`config.mk`:
```
export PLATFORM = sky130hd
export DESIGN_NAME = mem_bus_arbiter
export DESIGN_NICKNAME = d
export VERILOG_FILES = /design/src/rtl/arb_pkg.sv /design/src/rtl/arb_rr_pick.sv /design/src/rtl/arb_free_pool.sv /design/src/rtl/mem_bus_arbiter.sv
export SDC_FILE = /design/constraint.sdc
export NUM_CORES = 1
export LEC_CHECK = 0
export ABC_AREA = 1
export BUFFER_PORTS_ARGS = -buffer_cell sky130_fd_sc_hd__buf_2
export CAP_MARGIN = 5
export CELL_PAD_IN_SITES_DETAIL_PLACEMENT = 0
export CELL_PAD_IN_SITES_GLOBAL_PLACEMENT = 1
export CORE_UTILIZATION = 41
export CTS_CLUSTER_DIAMETER = 30
export DETAILED_ROUTE_END_ITERATION = 7
export PLACE_DENSITY_LB_ADDON = 0.15
export SLEW_MARGIN = 30
export SYNTH_ARGS = -nofsm -noshare
export SYNTH_HDL_FRONTEND = slang
export SYNTH_SLANG_ARGS = --single-unit
```
`constraint.sdc`:
```
create_clock -name clk_i -period 4.42 [get_ports clk_i]
set_input_delay 0.442 -clock clk_i [delete_from_list [all_inputs] [get_ports clk_i]]
set_output_delay 0.442 -clock clk_i [all_outputs]
set_load 0.02 [all_outputs]
```
`src/rtl/arb_pkg.sv`:
```
package arb_pkg;
  typedef enum logic [1:0] {
    CLS_NONE     = 2'd0,
    CLS_TX_CONT  = 2'd1,
    CLS_RX       = 2'd2,
    CLS_TX_START = 2'd3
  } cls_e;

  localparam int unsigned NUM_CLS = 3;

  function automatic int unsigned idx_w(input int unsigned n);
    return (n > 1) ? $clog2(n) : 1;
  endfunction
endpackage

```
`src/rtl/arb_rr_pick.sv`:
```
module arb_rr_pick #(
  parameter int unsigned N  = 4,
  parameter int unsigned IW = arb_pkg::idx_w(N)
) (
  input  logic [N-1:0]  req_i,
  input  logic [IW-1:0] last_i,
  output logic [N-1:0]  gnt_o,
  output logic [IW-1:0] idx_o,
  output logic          any_o
);
  logic [IW-1:0] k;

  // search starts one past the last winner
  always_comb begin
    gnt_o = '0;
    idx_o = '0;
    any_o = 1'b0;
    k     = '0;
    for (int off = 1; off <= int'(N); off++) begin
      k = IW'((int'(last_i) + off) % int'(N));
      if (!any_o && req_i[k]) begin
        any_o    = 1'b1;
        gnt_o[k] = 1'b1;
        idx_o    = k;
      end
    end
  end
endmodule

```
`src/rtl/arb_free_pool.sv`:
```
module arb_free_pool #(
  parameter int unsigned DEPTH = 16,
  parameter int unsigned CW    = $clog2(DEPTH + 1)
) (
  input  logic          clk_i,
  input  logic          rst_ni,
  input  logic          alloc_i,
  input  logic          release_i,
  input  logic          fc_en_i,
  input  logic [CW-1:0] thresh_i,
  input  logic [CW-1:0] hyst_i,
  output logic [CW-1:0] cnt_o,
  output logic          empty_o,
  output logic          fc_o
);
  localparam logic [CW-1:0] FULL = CW'(DEPTH);

  logic [CW-1:0] cnt_q, cnt_d;
  logic          fc_q, fc_d;
  logic [CW:0]   release_lvl;

  assign release_lvl = {1'b0, thresh_i} + {1'b0, hyst_i};

  always_comb begin
    cnt_d = cnt_q;
    if (alloc_i && !release_i)                        cnt_d = cnt_q - 1'b1;
    else if (release_i && !alloc_i && cnt_q != FULL)  cnt_d = cnt_q + 1'b1;
  end

  always_comb begin
    fc_d = fc_q;
    if (!fc_en_i)                               fc_d = 1'b0;
    else if (cnt_q <= thresh_i)                 fc_d = 1'b1;
    else if ({1'b0, cnt_q} > release_lvl)       fc_d = 1'b0;
  end

  always_ff @(posedge clk_i or negedge rst_ni) begin
    if (!rst_ni) begin
      cnt_q <= FULL;
      fc_q  <= 1'b0;
    end else begin
      cnt_q <= cnt_d;
      fc_q  <= fc_d;
    end
  end

  assign cnt_o   = cnt_q;
  assign empty_o = (cnt_q == '0);
  assign fc_o    = fc_q;
endmodule

```
`src/rtl/mem_bus_arbiter.sv`:
```
module mem_bus_arbiter
  import arb_pkg::*;
#(
  parameter int unsigned NET_PORTS = 4,
  parameter int unsigned DEPTH     = 16,
  parameter int unsigned P         = NET_PORTS + 1,
  parameter int unsigned PW        = $clog2(NET_PORTS + 1),
  parameter int unsigned CW        = $clog2(DEPTH + 1)
) (
  input  logic          clk_i,
  input  logic          rst_ni,
  input  logic [P-1:0]  tx_cont_req_i,
  input  logic [P-1:0]  rx_req_i,
  input  logic [P-1:0]  tx_start_req_i,
  input  logic          buf_release_i,
  input  logic          fc_en_i,
  input  logic [CW-1:0] fc_thresh_i,
  input  logic [CW-1:0] fc_hyst_i,
  output logic [P-1:0]  grant_o,
  output logic          grant_valid_o,
  output logic [PW-1:0] grant_port_o,
  output logic [1:0]    grant_class_o,
  output logic [P-1:0]  rx_drop_o,
  output logic          fc_req_o,
  output logic [CW-1:0] free_cnt_o
);
  localparam int unsigned NIW  = idx_w(NET_PORTS);
  localparam int unsigned MGMT = NET_PORTS;

  logic                 pool_empty;
  logic [P-1:0]         cls_req [NUM_CLS];
  logic [NET_PORTS-1:0] net_gnt [NUM_CLS];
  logic [NIW-1:0]       net_idx [NUM_CLS];
  logic                 net_any [NUM_CLS];
  logic [NIW-1:0]       last_q  [NUM_CLS];

  logic          sel_vld, sel_net;
  int unsigned   sel_c;
  logic [P-1:0]  sel_gnt;
  logic [PW-1:0] sel_port;
  logic [NIW-1:0] sel_idx;
  logic          rx_alloc;

  always_comb begin
    cls_req[0] = tx_cont_req_i;
    cls_req[1] = pool_empty ? '0 : rx_req_i;
    cls_req[2] = tx_start_req_i;
  end

  for (genvar c = 0; c < NUM_CLS; c++) begin : g_cls
    arb_rr_pick #(.N(NET_PORTS), .IW(NIW)) u_rr (
      .req_i  (cls_req[c][NET_PORTS-1:0]),
      .last_i (last_q[c]),
      .gnt_o  (net_gnt[c]),
      .idx_o  (net_idx[c]),
      .any_o  (net_any[c])
    );
  end

  // walk from lowest class up so the highest class wins
  always_comb begin
    sel_vld  = 1'b0;
    sel_net  = 1'b0;
    sel_c    = 0;
    sel_gnt  = '0;
    sel_port = '0;
    sel_idx  = '0;
    for (int c = NUM_CLS - 1; c >= 0; c--) begin
      if (net_any[c]) begin
        sel_vld  = 1'b1;
        sel_net  = 1'b1;
        sel_c    = c;
        sel_gnt  = {1'b0, net_gnt[c]};
        sel_port = PW'(net_idx[c]);
        sel_idx  = net_idx[c];
      end else if (cls_req[c][MGMT]) begin
        sel_vld  = 1'b1;
        sel_net  = 1'b0;
        sel_c    = c;
        sel_gnt  = '0;
        sel_gnt[MGMT] = 1'b1;
        sel_port = PW'(MGMT);
        sel_idx  = '0;
      end
    end
  end

  assign rx_alloc = sel_vld && (sel_c == 1);

  arb_free_pool #(.DEPTH(DEPTH), .CW(CW)) u_pool (
    .clk_i     (clk_i),
    .rst_ni    (rst_ni),
    .alloc_i   (rx_alloc),
    .release_i (buf_release_i),
    .fc_en_i   (fc_en_i),
    .thresh_i  (fc_thresh_i),
    .hyst_i    (fc_hyst_i),
    .cnt_o     (free_cnt_o),
    .empty_o   (pool_empty),
    .fc_o      (fc_req_o)
  );

  always_ff @(posedge clk_i or negedge rst_ni) begin
    if (!rst_ni) begin
      for (int c = 0; c < NUM_CLS; c++) last_q[c] <= NIW'(NET_PORTS - 1);
    end else if (sel_vld && sel_net) begin
      last_q[sel_c] <= sel_idx;
    end
  end

  always_ff @(posedge clk_i or negedge rst_ni) begin
    if (!rst_ni) begin
      grant_o       <= '0;
      grant_valid_o <= 1'b0;
      grant_port_o  <= '0;
      grant_class_o <= CLS_NONE;
      rx_drop_o     <= '0;
    end else begin
      grant_o       <= sel_gnt;
      grant_valid_o <= sel_vld;
      grant_port_o  <= sel_port;
      grant_class_o <= sel_vld ? 2'(sel_c + 1) : CLS_NONE;
      rx_drop_o     <= pool_empty ? rx_req_i : '0;
    end
  end
endmodule

```
==> run metrics <==
synthesized flop and latch total 27; minimum clock period after layout 3.822 ns; CTS Buf Count 3; fin crit share 0.8648; Clock Latency Late Sink 0.29 ns; I/O pin count 51; crit-path max FO 10; CP dominant cell by count nand2_1; status finished clean; Residual DRC 0; layout cell share with drive strength beyond 1 0.1957; largest net degree at the start of global routing 28; Netlist cell types 41; static leakage 1.847 nW; Post-DP Area 3303 um2; clock buffer depth 2; max frequency 261.6 MHz; Setup crit start kind register; Hold Crit Class in2async; filler instances 718; die height 86.85 um; vias in the first global route 2505; Mapped Cells 413; H-tree levels 1; relative slew slack 0.5742; Global Route Usage Sum 0.1924; 1st-pass router iterations 4; final hold violations 0; final core utilization 0.4882; TNS Setup 0 ns; CTS tree yes; clk slew on worst S/H paths 0.11 ns; clk sinks 27; post-CTS setup buffer count 0; Final Skew 0.008393 ns; CTS root buf clkbuf_8; RSZ-0062 raised after global routing false; row count 30; initial antenna violation count 0; Core ar. 6869 um2; post-synthesis sequential area ratio 0.2319; Mean Syn Cell Area 7.147 um2; commonest non-fill, non-tap cell in the layout nand2_1; Peak VDD IR 0.0003078 V; critical-path cell with the highest stage delay dfstp_2; Worst path max stage delay 0.64 ns; gpl congestion 0.8237; routed vias/inst 4.913; Top delay family on crit path simple AND/OR/NAND/NOR gates; area of the mapped netlist 2952 um2; Diodes inserted 0; most frequent cells in the layout nand2_1 (82), inv_1 (74), buf_2 (50), ha_1 (43), nand3_1 (33); first-pass GRT wire length 11610 um; final setup vio count 0; post-DR wirelength/cell 12.20 um; post-CTS resize count 0; Initial DRC Count 103; max cap viols 0; Initial Util 0.4297; drt total wl 6843 um; remaining antenna violation count 0; die area 7542 um2; Pwr Density 715.5 nW/um2; area added between synthesis and finish 13.61%; Total Nets Final 539; yosys warns 0; endpoint type of the worst setup path register; via count 2756; Worst Path Required 4.65 ns; Slew Limit Fails 0; # port buffers 50; final instance area 3353 um2; cts hold-fix bufs 0; grt ovf 0; syn_nets 486; dpl hpwl 5533 um; Buf/Inv on CP 8; Die Width 86.85 um; Least-Margin Pin Slew 0.6387 ns; WS Path Type reg2reg; critical path arrival 4.06 ns
## worst reg2reg max path: cells and delay by family, from the launching register on
kind          cells  cell delay (ns)
buf+inv           8             0.73
fa+ha+maj         3             0.81
simple gates     17             1.61
flops             1             0.64
## worst paths after layout
check / startpoint / slack (ns) / cells past startpoint / to
max: last_q[2]$_DFFE_PN1P_ / 0.60 / 28 / u_pool.cnt_o[4]$_DFFE_PN1P_
min: rst_ni / 0.16 / 1 / u_pool.cnt_o[2]$_DFFE_PN0P_
max reg2reg: last_q[2]$_DFFE_PN1P_ / 0.60 / 28 / u_pool.cnt_o[4]$_DFFE_PN1P_
min reg2reg: u_pool.cnt_o[4]$_DFFE_PN1P_ / 0.55 / 2 / u_pool.cnt_o[4]$_DFFE_PN1P_
max in group asynchronous: rst_ni / 3.84 / 1 / grant_o[1]$_DFF_PN0_
min in group clk_i: rx_req_i[4] / 0.36 / 3 / rx_drop_o[4]$_DFF_PN0_
## final cells by class
cell class | instances | area (um2) | area share
clock buffers | 3 | 41.29 | 0.01231
repair buffers | 51 | 257.7 | 0.07687
inverters | 81 | 309.0 | 0.09216
clock inverters | 1 | 8.758 | 0.002612
well taps | 96 | 120.1 | 0.03582
flip-flops and latches | 27 | 684.4 | 0.2041
multi-input cells | 302 | 1932 | 0.5761
## through the flow
stage	total power, W	instances	hold WS [ns]	setup WS, ns
6_report	0.002399	561	0.1587	0.5978
5_1_grt	0.002659	561	0.2070	0.2259
4_1_cts	0.002411	561	0.1664	0.5929
3_5_place_dp	0.002245	557	0.4933	0.6104
3_3_place_gp	0.002241	557	0.4881	0.7890
2_1_floorplan	0.001836	413	0.1464	1.025
## synth_stat cells, drive strengths merged
cell | n | area, um2
a2111oi | 1 | 8.760
a21boi | 1 | 7.510
a21oi | 25 | 128.9
a221oi | 4 | 35.03
a22oi | 2 | 15.01
a311oi | 1 | 8.760
a31oi | 1 | 6.260
buf | 3 | 26.27
dfrtp | 20 | 500.5
dfstp | 7 | 183.9
fa | 1 | 20.02
ha | 43 | 538.0
inv | 81 | 309.0
nand2 | 89 | 356.6
nand3 | 38 | 222.7
nand3b | 1 | 7.510
nand4 | 7 | 65.06
nor2 | 33 | 162.7
nor3 | 3 | 20.02
o211ai | 9 | 67.56
o21ai | 27 | 142.6
o221ai | 1 | 8.760
o22ai | 8 | 50.05
o31ai | 1 | 7.510
xnor2 | 1 | 8.760
xor2 | 5 | 43.79
## per-layer routing
layer  global-route usage  vias up  share of wire
met3              0.01714        6          0.028
li1                     -     1467              -
met5                    0        -              0
met2               0.3021       50           0.44
met4              0.05152        0          0.011
met1               0.2809     1233           0.52
## report_power, final
group          internal [W]  leakage [nW]  switching, W  total, W
Clock             0.0000665        0.0261     0.0000905  0.000157
Sequential         0.000366         0.324      0.000123  0.000490
Combinational      0.000595          1.50       0.00116   0.00175
## kinds of logic (layout without fill, tap and decap cells)
kind of cell    Yosys count  after routing  synth area share
compound gates           81             81            0.1649
flops                    27             27            0.2319
xor+xnor                  6              6           0.01780
buf+inv                  84            136            0.1136
simple gates            171            171            0.2828
fa+ha+maj                44             44            0.1891
## registers in the layout, indices dropped and copies added (netlist names)
register       flops
last_q             6
grant_o            5
rx_drop_o          5
u_pool.cnt_o       5
grant_class_o      2
grant_port_o       2
grant_valid_o      1
u_pool.fc_o        1
Note: power is estimated with default switching activity, not from simulation.
